### config.mk
export PLATFORM = sky130hd
export DESIGN_NAME = timer_pin_mux
export DESIGN_NICKNAME = d
export VERILOG_FILES = /design/src/rtl/timer_pin_mux.sv
export SDC_FILE = /design/constraint.sdc
export NUM_CORES = 1
export LEC_CHECK = 0
export ABC_AREA = 0
export CORE_AREA = 2 2 39 41
export CTS_CLUSTER_DIAMETER = 120
export CTS_CLUSTER_SIZE = 16
export DETAILED_ROUTE_END_ITERATION = 16
export DIE_AREA = 0 0 41 43
export GPL_TIMING_DRIVEN = 0
export PLACE_DENSITY_LB_ADDON = 0.25
export SLEW_MARGIN = 20
export SYNTH_ARGS = -nofsm -noshare
export SYNTH_HDL_FRONTEND = slang
export SYNTH_SLANG_ARGS = --single-unit
### constraint.sdc
create_clock -name clk -period 0.8 [get_ports clk]
set_input_delay 0.12 -clock clk [delete_from_list [all_inputs] [get_ports clk]]
set_output_delay 0.12 -clock clk [all_outputs]
set_load 0.02 [all_outputs]
### src/rtl/timer_pin_mux.sv
module timer_pin_mux #(
  parameter int SYNC_STAGES = 2
) (
  input  logic       clk,
  input  logic       rst_n,
  input  logic       cfg_we,
  input  logic [1:0] cfg_wdata,
  input  logic       pin_in,
  input  logic       tgl_a,
  input  logic       tgl_b,
  output logic       pin_out,
  output logic       pin_oe,
  output logic       cnt_pulse_b
);

  localparam int TOP = SYNC_STAGES - 1;

  logic                   drive_q;
  logic                   and_q;
  logic [SYNC_STAGES-1:0] sync_q;
  logic                   last_q;
  logic                   out_q;
  logic                   src;

  always_ff @(posedge clk or negedge rst_n) begin
    if (!rst_n) begin
      drive_q <= 1'b0;
      and_q   <= 1'b0;
    end else if (cfg_we) begin
      drive_q <= cfg_wdata[0];
      and_q   <= cfg_wdata[1];
    end
  end

  always_ff @(posedge clk or negedge rst_n) begin
    if (!rst_n) begin
      sync_q <= '0;
      last_q <= 1'b0;
    end else begin
      sync_q <= {sync_q[TOP-1:0], pin_in};
      last_q <= sync_q[TOP];
    end
  end

  assign cnt_pulse_b = sync_q[TOP] & ~last_q & ~drive_q;

  assign src = and_q ? (tgl_a & tgl_b) : tgl_a;

  always_ff @(posedge clk or negedge rst_n) begin
    if (!rst_n) out_q <= 1'b0;
    else        out_q <= src;
  end

  assign pin_out = out_q;
  assign pin_oe  = drive_q;

  assert_cfg_load_R2: assert property (@(posedge clk) disable iff (!rst_n)
    cfg_we |=> (pin_oe == $past(cfg_wdata[0])));

  assert_cfg_hold_R8: assert property (@(posedge clk) disable iff (!rst_n)
    !cfg_we |=> $stable(pin_oe));

  assert_pulse_single_R4: assert property (@(posedge clk) disable iff (!rst_n)
    cnt_pulse_b |=> !cnt_pulse_b);

  assert_no_pulse_out_R5: assert property (@(posedge clk) disable iff (!rst_n)
    pin_oe |-> !cnt_pulse_b);

  assert_out_a_R6: assert property (@(posedge clk) disable iff (!rst_n)
    !and_q |=> (pin_out == $past(tgl_a)));

  assert_out_and_R7: assert property (@(posedge clk) disable iff (!rst_n)
    and_q |=> (pin_out == $past(tgl_a & tgl_b)));

endmodule

==> flow_metrics.py <==
metrics = {
    "worst_setup_path": {
        "path_max_fanout": 2,
        "critPathMaxStageDelay_ns": 0.41,
        "rr_worst_depth": 2,
        "crit_slowest_cell": "dfrtp_2",
        "end_kind": "output pin",
        "rr_startpoint": "pin_oe$_DFFE_PN0P_",
        "reg2reg_to": "pin_oe$_DFFE_PN0P_",
        "worstPathRequired_ns": 0.68,
        "rrSetupSlack_ns": -0.12,
        "crit_buf_inv": 1,
        "cp-start-kind": "flip-flop",
        "worstSetupPathType": "reg2out",
        "cp_data_arrival_time_ns": 0.97,
        "critical-path-top-delay-family": "flip-flops",
        "crit_chain": "nor3b_4 -> buf_6",
    },
    "cts": {
        "clkLatencyLatePin_ns": 0.25,
        "cts_hold_buf": 0,
        "cts.clk_slew.worst_paths_ns": 0.05,
        "clk_path_buf_depth": 2,
        "cts_tree": "yes",
        "cts.sinks": 6,
        "clockRootBuffer": "clkbuf_4",
        "h-tree-depth": 1,
        "numCtsBuffers": 3,
    },
    "synthesis": {
        "syn_area_per_cell_um2": 17.4,
        "synth_edf_count": 0,
        "synth_cells": 11,
        "synth_top_flop_cell": "dfrtp_1",
        "netlist_area_um2": 191,
        "synth_top_area_share_pct": 78.4,
        "synth_seq_cells": 6,
        "yosysSeqAreaShare_pct": 78.4,
        "yosys-top-cells-count": "dfrtp_1, mux2_2, a21boi_0, inv_1, nor3b_1",
        "yosysWarnings": 0,
        "synth.area.top_cells": "dfrtp_1, mux2_2, a21boi_0",
        "synthMostInstantiatedCell": "dfrtp_1",
        "synth.distinct_cells": 5,
        "ys_async_sr_fraction_pct": 100,
        "syn-num-nets": 19,
        "yosysTopAreaCell": "dfrtp_1",
    },
    "timing": {
        "worstMarginPinSlew_ns": 0.286,
        "rsz0062_at_grt": "yes",
        "fin_crit_ns": 1.09,
        "setup_tns_ns": -0.713,
        "clock.fmax_ghz": 0.914,
        "finalClockSkew_ns": 0.00609,
        "finalSetupViolCount": 4,
        "final_max_slew_viol_count": 0,
        "relSlewSlack_pct": 80.9,
        "period_share_pct": 137,
        "hold_violations": 0,
        "setup_ws_ns": -0.294,
    },
    "route": {
        "vias": 145,
        "drt_pass1_iterations": 1,
        "wirelength_um": 401,
        "ant_nets": 0,
        "vias_per_cell": 3.45,
        "dr.first_iter.drc_count": 0,
        "wl_per_cell_um": 9.55,
        "drcViolationCount": 0,
    },
    "placement": {
        "numPortBuffers": 10,
        "post_dp_cell_area_um2": 324,
        "dpl_worst_slack_ns": -0.537,
        "gp_congestion": 0.550,
        "dp_hpwl_um": 289,
    },
    "grt": {
        "track_usage_pct": 6.18,
        "grt_pass1_wl_um": 655,
        "grt_pass1_vias": 165,
        "antenna_found_initial": 0,
        "grt.overflow.total": 0,
        "grt_max_degree": 7,
    },
    "cells_and_area": {
        "num_antenna_cells": 0,
        "drive_gt1_share_pct": 42.3,
        "syn_to_final_growth_pct": 88.2,
        "finalInstanceArea_um2": 360,
        "final_nets": 35,
        "utilization_pct": 26.0,
    },
    "die": {
        "row_count": 14,
        "dieHeight_um": 43,
        "start_util_pct": 13.8,
        "pin_count": 11,
        "dieWidth_um": 41,
        "design.core.area_mm2": 0.00138,
        "die_area_mm2": 0.00176,
    },
    "pwr": {
        "power_leakage_nw": 0.158,
        "switching_share_pct": 22.1,
        "clockPowerShare_pct": 40.4,
        "internal_power_mw": 0.587,
        "power_per_cell_area_mw_per_mm2": 2090,
        "ir_drop_uv": 962,
        "power_frac_comb_pct": 14.4,
        "power_frac_seq_pct": 45.1,
        "switchingPower_mw": 0.167,
    },
    "status": {
        "failed_checks": "negative setup slack",
        "outcome": "complete, but fails checks",
    },
    "min_path": {
        "min-delay-path-class": "in2async",
    },
    "run": {
        "maxCapViolCount": 0,
    },
}
==> cell usage in the layout, fill, tap and decap left out <==
master,netlist,layout
clkdlybuf4s50_1,0,6
dfrtp_1,6,5
clkbuf_4,0,3
buf_6,0,3
mux2_2,2,2
inv_1,1,1
a21boi_0,1,1
nor3b_4,0,1
clkbuf_1,0,1
dlygate4sd2_1,0,1
dfrtp_2,0,1
buf_4,0,1
==> flip-flops by register name (all words and copies together) (netlist names) <==
register,cells
and_q,1
last_q,1
pin_oe,1
pin_out,1
sync_q,2
==> what timing repair did <==
item / 4_1_cts / 5_1_grt
setup endpoints to repair: 5 / 4
setup buffers: 1 / 0
gates resized for setup: 19 / 0
pin swaps: 1 / 0
==> through the flow <==
stage	instances	total power [mW]	hold WS, ns
2_1_floorplan	11	0.378	-0.176
3_3_place_gp	37	0.441	0.332
3_5_place_dp	37	0.446	0.346
4_1_cts	42	0.777	0.119
5_1_grt	42	0.806	0.131
6_report	42	0.754	0.118
==> logic make-up (layout without fill, tap and decap cells) <==
kind of cell           Yosys count  after routing  synth area share (%)
DFF                              6              6                  78.4
muxes                            2              2                  11.8
AOI/OAI and AO/OA                1              1                  3.92
and+or+nand+nor                  1              1                  3.92
buffers and inverters            1             16                  1.96
==> worst register-to-register path, delay by kind of cell (launching register included) <==
| kind | cells | cell delay, ns |
|---|---|---|
| buffers and inverters | 1 | 0.14 |
| flip-flops | 1 | 0.41 |
| multiplexers | 1 | 0.25 |
==> worst max path at each step <==
stage	cells after the start	end	from	slack (ns)
detailed placement	2	cnt_pulse_b	pin_oe$_DFFE_PN0P_	-0.54
floorplan	1	cnt_pulse_b	pin_oe$_DFFE_PN0P_	-0.08
global placement	2	cnt_pulse_b	pin_oe$_DFFE_PN0P_	-0.51
finish	2	cnt_pulse_b	pin_oe$_DFFE_PN0P_	-0.29
CTS	2	cnt_pulse_b	pin_oe$_DFFE_PN0P_	-0.32
global route	2	cnt_pulse_b	last_q$_DFF_PN0_	-0.36
==> cell type report <==
cell class,count,area (µm²)
Tap cell,16,20.0
Timing Repair Buffer,11,110
Inverter,1,3.75
Fill cell,150,1020
Sequential cell,6,151
Clock buffer,4,26.3
Multi-Input combinational cell,4,48.8
==> power by group through the flow <==
| stage | clock [mW] | combinational [mW] | sequential [mW] |
|---|---|---|---|
| finish | 0.305 | 0.109 | 0.340 |
| global route | 0.346 | 0.118 | 0.343 |
| CTS | 0.325 | 0.111 | 0.341 |
| detailed placement | 0 | 0.0996 | 0.346 |
| global placement | 0 | 0.0970 | 0.344 |
| floorplan | 0 | 0.0227 | 0.355 |
==> per-layer routing <==
layer	vias up	global-route usage (%)	part of all wire, %
met4	0	2.00	0
met5	-	0	0
li1	67	-	-
met2	11	8.44	47
met3	0	6.81	12
met1	67	5.96	41
No activity file was read; power rests on OpenSTA's default activity.
